**config.mk**
```make
export PLATFORM = sky130hd
export DESIGN_NAME = deskew_buffer
export DESIGN_NICKNAME = d
export VERILOG_FILES = /design/src/rtl/deskew_pkg.sv /design/src/rtl/deskew_ctrl.sv /design/src/rtl/deskew_lanes.sv /design/src/rtl/deskew_buffer.sv
export SDC_FILE = /design/constraint.sdc
export NUM_CORES = 1
export LEC_CHECK = 0
export ABC_AREA = 1
export BUFFER_PORTS_ARGS = -buffer_cell sky130_fd_sc_hd__clkbuf_2
export CORE_MARGIN = 8
export CORE_UTILIZATION = 63
export DETAILED_ROUTE_END_ITERATION = 16
export PLACE_DENSITY = 0.8
export SLEW_MARGIN = 20
export SYNTH_ARGS = -nofsm -noshare
export SYNTH_HDL_FRONTEND = slang
export SYNTH_SLANG_ARGS = --single-unit
```
**constraint.sdc**
```tcl
create_clock -name clk -period 3.6 [get_ports clk]
set_clock_uncertainty 0.15 [all_clocks]
set_input_delay 0.18 -clock clk [delete_from_list [all_inputs] [get_ports clk]]
set_output_delay 0.18 -clock clk [all_outputs]
set_load 0.01 [all_outputs]
```
**src/rtl/deskew_pkg.sv**
```systemverilog
package deskew_pkg;
  localparam int MAX_LANES = 4;
  localparam logic [7:0] ALIGN_CHAR = 8'h1C;

  typedef struct packed {
    logic                 clear;
    logic                 rdEn;
    logic [MAX_LANES-1:0] wrEn;
  } deskewStrobe_t;
endpackage

```
**src/rtl/deskew_ctrl.sv**
```systemverilog
module deskew_ctrl
  import deskew_pkg::*;
#(
  parameter int NUM_LANES = 4,
  parameter int DEPTH = 32,
  localparam int CW = $clog2(DEPTH + 1)
) (
  input  logic                   clk,
  input  logic                   rst_n,
  input  logic                   linkRestart,
  input  logic [NUM_LANES-1:0]   laneValid,
  input  logic [8*NUM_LANES-1:0] laneChar,
  input  logic [NUM_LANES-1:0]   laneIsK,
  input  logic [NUM_LANES-1:0]   laneSeqEn,
  input  logic [CW*NUM_LANES-1:0] laneCount,
  output deskewStrobe_t          strobes,
  output logic                   linkAligned,
  output logic                   overflowErr
);
  logic [NUM_LANES-1:0] writing, hit, wrReq, wrOk, full, nearFull, nonEmpty;
  logic released, relNext, rdEn, dropAny, fillLimit, ovfSet;

  always_comb begin
    for (int i = 0; i < NUM_LANES; i++) begin
      hit[i]      = laneValid[i] & laneIsK[i] & laneSeqEn[i] &
                    (laneChar[8*i +: 8] == ALIGN_CHAR) & ~writing[i] & ~overflowErr;
      wrReq[i]    = laneValid[i] & (writing[i] | hit[i]) & ~overflowErr;
      full[i]     = laneCount[CW*i +: CW] == CW'(DEPTH);
      nearFull[i] = laneCount[CW*i +: CW] == CW'(DEPTH - 1);
      nonEmpty[i] = laneCount[CW*i +: CW] != '0;
    end
    relNext   = released | (&(writing | hit));
    rdEn      = released & ~overflowErr & (&nonEmpty);
    wrOk      = wrReq & ~(full & {NUM_LANES{~rdEn}});
    dropAny   = |(wrReq & full) & ~rdEn;
    fillLimit = |(full | (nearFull & wrReq));
    ovfSet    = (~relNext & fillLimit) | dropAny;

    strobes       = '0;
    strobes.clear = linkRestart;
    strobes.rdEn  = rdEn;
    strobes.wrEn[NUM_LANES-1:0] = wrOk;
  end

  always_ff @(posedge clk or negedge rst_n) begin
    if (!rst_n) begin
      writing     <= '0;
      released    <= 1'b0;
      overflowErr <= 1'b0;
    end else if (linkRestart) begin
      writing     <= '0;
      released    <= 1'b0;
      overflowErr <= 1'b0;
    end else begin
      writing     <= writing | hit;
      released    <= relNext;
      overflowErr <= overflowErr | ovfSet;
    end
  end

  assign linkAligned = released & ~overflowErr;


  releaseHeld_chk: assert property (@(posedge clk) disable iff (!rst_n)
    (released && !linkRestart) |=> released);


  errSticky_chk: assert property (@(posedge clk) disable iff (!rst_n)
    (overflowErr && !linkRestart) |=> overflowErr);


  noReadInError_chk: assert property (@(posedge clk) disable iff (!rst_n)
    overflowErr |-> !strobes.rdEn);
endmodule

```
**src/rtl/deskew_lanes.sv**
```systemverilog
module deskew_lanes
  import deskew_pkg::*;
#(
  parameter int NUM_LANES = 4,
  parameter int DEPTH = 32,
  localparam int CW = $clog2(DEPTH + 1),
  localparam int AW = (DEPTH > 1) ? $clog2(DEPTH) : 1
) (
  input  logic                    clk,
  input  logic                    rst_n,
  input  deskewStrobe_t           strobes,
  input  logic [8*NUM_LANES-1:0]  laneChar,
  input  logic [NUM_LANES-1:0]    laneIsK,
  output logic [CW*NUM_LANES-1:0] laneCount,
  output logic [8*NUM_LANES-1:0]  outChar,
  output logic [NUM_LANES-1:0]    outIsK,
  output logic                    validReg
);
  for (genvar g = 0; g < NUM_LANES; g++) begin : gLane
    logic [8:0]    mem [DEPTH];
    logic [AW-1:0] wp, rp;
    logic [CW-1:0] cnt;
    logic [8:0]    outReg;
    logic          wr, rd;

    assign wr = strobes.wrEn[g];
    assign rd = strobes.rdEn;

    always_ff @(posedge clk or negedge rst_n) begin
      if (!rst_n) begin
        wp  <= '0;
        rp  <= '0;
        cnt <= '0;
      end else if (strobes.clear) begin
        wp  <= '0;
        rp  <= '0;
        cnt <= '0;
      end else begin
        if (wr) wp <= (wp == AW'(DEPTH - 1)) ? '0 : wp + 1'b1;
        if (rd) rp <= (rp == AW'(DEPTH - 1)) ? '0 : rp + 1'b1;
        cnt <= cnt + CW'(wr) - CW'(rd);
      end
    end

    always_ff @(posedge clk) begin
      if (wr && !strobes.clear) mem[wp] <= {laneIsK[g], laneChar[8*g +: 8]};
    end

    always_ff @(posedge clk or negedge rst_n) begin
      if (!rst_n) outReg <= '0;
      else if (rd && !strobes.clear) outReg <= mem[rp];
    end

    assign laneCount[CW*g +: CW] = cnt;
    assign outChar[8*g +: 8]     = outReg[7:0];
    assign outIsK[g]             = outReg[8];


    countBound_chk: assert property (@(posedge clk) disable iff (!rst_n)
      cnt <= CW'(DEPTH));


    readNeedsData_chk: assert property (@(posedge clk) disable iff (!rst_n)
      strobes.rdEn |-> (cnt != '0));


    clearEmpties_chk: assert property (@(posedge clk) disable iff (!rst_n)
      strobes.clear |=> (cnt == '0));
  end

  always_ff @(posedge clk or negedge rst_n) begin
    if (!rst_n) validReg <= 1'b0;
    else validReg <= strobes.rdEn & ~strobes.clear;
  end
endmodule

```
**src/rtl/deskew_buffer.sv**
```systemverilog
module deskew_buffer
  import deskew_pkg::*;
#(
  parameter int NUM_LANES = 4,
  parameter int OCTETS_PER_FRAME = 1,
  parameter int SKEW_FRAMES = 32,
  localparam int DEPTH = SKEW_FRAMES * OCTETS_PER_FRAME,
  localparam int CW = $clog2(DEPTH + 1)
) (
  input  logic                   clk,
  input  logic                   rst_n,
  input  logic                   linkRestart,
  input  logic [NUM_LANES-1:0]   laneValid,
  input  logic [8*NUM_LANES-1:0] laneChar,
  input  logic [NUM_LANES-1:0]   laneIsK,
  input  logic [NUM_LANES-1:0]   laneSeqEn,
  output logic [8*NUM_LANES-1:0] outChar,
  output logic [NUM_LANES-1:0]   outIsK,
  output logic                   outValid,
  output logic                   linkAligned,
  output logic                   overflowErr
);
  deskewStrobe_t           strobes;
  logic [CW*NUM_LANES-1:0] laneCount;
  logic                    validReg;

  deskew_ctrl #(.NUM_LANES(NUM_LANES), .DEPTH(DEPTH)) uCtrl (
    .clk(clk), .rst_n(rst_n), .linkRestart(linkRestart),
    .laneValid(laneValid), .laneChar(laneChar), .laneIsK(laneIsK),
    .laneSeqEn(laneSeqEn), .laneCount(laneCount), .strobes(strobes),
    .linkAligned(linkAligned), .overflowErr(overflowErr)
  );

  deskew_lanes #(.NUM_LANES(NUM_LANES), .DEPTH(DEPTH)) uLanes (
    .clk(clk), .rst_n(rst_n), .strobes(strobes),
    .laneChar(laneChar), .laneIsK(laneIsK), .laneCount(laneCount),
    .outChar(outChar), .outIsK(outIsK), .validReg(validReg)
  );

  assign outValid = validReg & ~overflowErr;
endmodule

```
==> summary.md <==
| Metric | Value |
|---|---|
| Core Box Area | `81,800 um^2` |
| Crit start category | `flop` |
| Remaining antenna violation count after routing | `0` |
| Vias in the first global route | `34,300` |
| Max_cap viols | `0` |
| Max Fclk | `287 MHz` |
| Setup Buffers After CTS | `0` |
| Area after DPL | `54,200 um^2` |
| Outcome | `completed` |
| Tightest Pin Transition | `0.941 ns` |
| Hold crit path type | `primary input to flop` |
| Pre-Repair DR Iteration Count | `6` |
| Worst EP arrival | `3.65 ns` |
| Routed WL per cell | `22.5 um` |
| DRC Markers | `0` |
| Starting Density | `63.4%` |
| Sw power | `5620 uW` |
| #FFs+latches synth | `1,259` |
| Mapped Cells | `4,249` |
| Unrepaired setup endpoints after global routing | `no` |
| Global-route wire length before repair | `194,000 um` |
| Vias | `34,700` |
| Switching Share | `20.0%` |
| DP Cell Count | `5,350` |
| Final Core Density | `71.0%` |
| Row cnt | `105` |
| Final setup fails | `0` |
| Most common cell after layout, fill and taps aside | `edfxtp_1` |
| Die Ht | `303 um` |
| Die width | `303 um` |
| CTS Buf Count | `116` |
| Iter 0 DRT Violations | `4,494` |
| Commonest non-fill, non-tap cells in the layout | `1,152 x edfxtp_1, 770 x nor2_1, 583 x o21ai_0, 488 x nand2_1, 194 x nand3_1` |
| Crit. End Element | `flop` |
| Diode count | `0` |
| Clock Tree Buf Depth | `3` |
| Clk pwr share | `41.5%` |
| Register area | `37,300 um^2` |
| CP Class | `flop to flop` |
| Mapped cell area | `51,900 um^2` |
| CTS clock-pin slew for the worst setup and hold paths | `0.06 ns` |
| Non-filler cells, final | `5,606` |
| Layout Cell Area excl Fill | `58,100 um^2` |
| Synthesized Nets | `4,372` |
| Part of the power in combinational logic | `1.8%` |
| Crit path max fanout | `9` |
| TritonCTS clock tree | `done` |
| Vias per inst | `6.20` |
| H-tree Lvls | `3` |
| CP Data Required Time | `3.76 ns` |
| Grt total ovfl | `0` |
| Largest net degree at the start of global routing | `147` |
| Port Buffers | `85` |
| Routed WL | `126,000 um` |
| Fin. max-slew vios | `0` |
| Layout cell share with drive strength beyond 1 | `10.9%` |
| CTS sink cnt | `1,259` |
| Register area share after synthesis | `71.8%` |
| Clock Latency Late Sink | `0.69 ns` |
| Initial antenna violation count | `2` |
| Leak pwr | `0.0208 uW` |
| Slew HR | `37.2%` |
| Period utilization | `96.9%` |
| Yosys warns | `0` |
| Area Overhead vs Synth | `12.1%` |
| Clock root cell | `clkbuf_16` |
| Power Density | `485 nW/um^2` |
| Int Pwr | `22,600 uW` |
| Reg power frac | `56.8%` |
| Syn avg cell area | `12.2 um^2` |
| Max VDD drop | `0.448 mV` |
| FILL cells | `5,275` |
| DIE AREA | `91,800 um^2` |
| Fin. Hold Viols | `0` |
| Gpl congestion | `0.890` |
| Final net count | `4,560` |
| Gr usage total | `27.2%` |
| Yosys cell types | `39` |
| Detail Placement HPWL | `72,600 um` |
| # IOs | `86` |
| Minimum clock period | `3.49 ns` |
| Multi-input gate area | `12,900 um^2` |
| Setup TNS | `0 ns` |
[flip-flops by register name, summed over array words and instances, names as in the netlist]
name	flops
uLanes.validReg	1
uCtrl.writing	4
uLanes.gLane.cnt	24
uLanes.gLane.outReg	36
uLanes.gLane.mem	1152
uCtrl.overflowErr	1
uCtrl.released	1
uLanes.gLane.rp	20
uLanes.gLane.wp	20
[layout make-up]
cell class                 instances  share of cell area, %
sequential                      1259                   64.1
multi-input combinational       2588                   22.3
clock buffer                     151                   5.38
timing repair buffer             323                   4.17
tap                             1070                   2.30
inverter                         149                  0.977
clock inverter                    66                  0.796
[synthesized netlist by cell type]
master       n  share of area [%]
fa_1         4               0.15
clkinv_1     5              0.036
nand2_2      9               0.11
nand3_1    194                1.9
clkbuf_2     4              0.039
a21boi_0    36               0.52
ha_1        72                1.7
or2_1        1              0.012
buf_2       78               0.75
nor2_8       4               0.15
buf_6        4              0.087
o21ai_1      8              0.077
o211a_1      1              0.019
dfrtp_1    107                5.2
nand2_1    489                3.5
nor2b_1      1              0.012
nand2_4     12               0.26
o22ai_1    175                2.1
o21ai_0    583                5.6
nor3_1       1             0.0096
nor3b_1      2              0.029
nor2_2       2              0.024
inv_2       10              0.072
o21a_1       9               0.13
a21oi_1     57               0.55
edfxtp_1  1152                 67
clkbuf_1   139                1.0
xor2_1       7               0.12
xnor2_1      4              0.068
nor2_1     772                5.6
and3_1       1              0.012
buf_4       13               0.19
nand3b_1     2              0.029
buf_1       15               0.11
o221ai_1    50               0.84
nor2_4       1              0.022
inv_1      134               0.97
nand4_1      5              0.060
o211ai_1    86                1.2
[final timing paths]
| path | start | endpoint | slack, ns | depth (start not counted) |
|---|---|---|---|---|
| min in group asynchronous | rst_n | uLanes.gLane[3].cnt[1] | 0.43 | 3 |
| max in group asynchronous | rst_n | uLanes.gLane[0].rp[0] | 2.08 | 4 |
| max reg2reg | uCtrl.overflowErr | uLanes.gLane[0].mem[5][2] | 0.11 | 11 |
| min | laneSeqEn[1] | uCtrl.writing[1] | 0.06 | 7 |
| min reg2reg | uLanes.gLane[3].outReg[2] | uLanes.gLane[3].outReg[2] | 0.33 | 2 |
| max | uCtrl.overflowErr | uLanes.gLane[0].mem[5][2] | 0.11 | 11 |
[logic make-up (layout without fill, tap and decap cells)]
logic type      Yosys count  after routing  synth area share [%]
buf+inv                 402            689                  3.26
xor+xnor                 11             11                 0.186
compound gates         1005           1005                  11.1
simple gates           1496           1496                  11.7
fa+ha+maj                76             76                  1.89
flops                  1259           1259                  71.8
[timing repair]
action | in CTS | in global routing
endpoints found under the setup margin | 0 | 18
endpoints found under the hold margin | 1204 | 0
hold buffers | 39 | 0
resized for setup | 0 | 2
[power by group through the flow]
stage               Sequential [uW]  Combinational [uW]  Clock [uW]
floorplan                     16300                55.6           0
global placement              16300                 435           0
detailed placement            16300                 449           0
CTS                           16000                 491       11800
global route                  16000                 526       12300
finish                        16000                 494       11700
[critical path: stages, from the launching register on]
cell	delay [ns]
dfrtp_1	0.44
inv_2	0.13
nand2_1	0.21
nor2_1	0.29
nand3_1	0.33
nand2_1	0.26
inv_2	0.06
nor2_2	0.09
nand2_2	0.12
nor2_8	0.22
nand2_4	0.16
nor2_1	0.64
[metal layers]
layer / share of wire, % / vias up / track usage, %
li1: - / 15700 / -
met1: 39 / 16900 / 36.9
met2: 48 / 1801 / 44.5
met3: 8.5 / 319 / 3.82
met4: 3.7 / 4 / 11.0
met5: 0.021 / - / 0
[through the flow]
stage	setup slack (ns)	total power (uW)	hold WS [ns]
after floorplan	0.877	16400	-0.266
after global placement	0.211	16700	0.0996
after detailed placement	0.143	16800	0.105
after CTS	0.116	28200	0.0500
after global routing	0.00309	28800	0.135
final	0.110	28200	0.0633
Power figures use the tool's default switching activity.
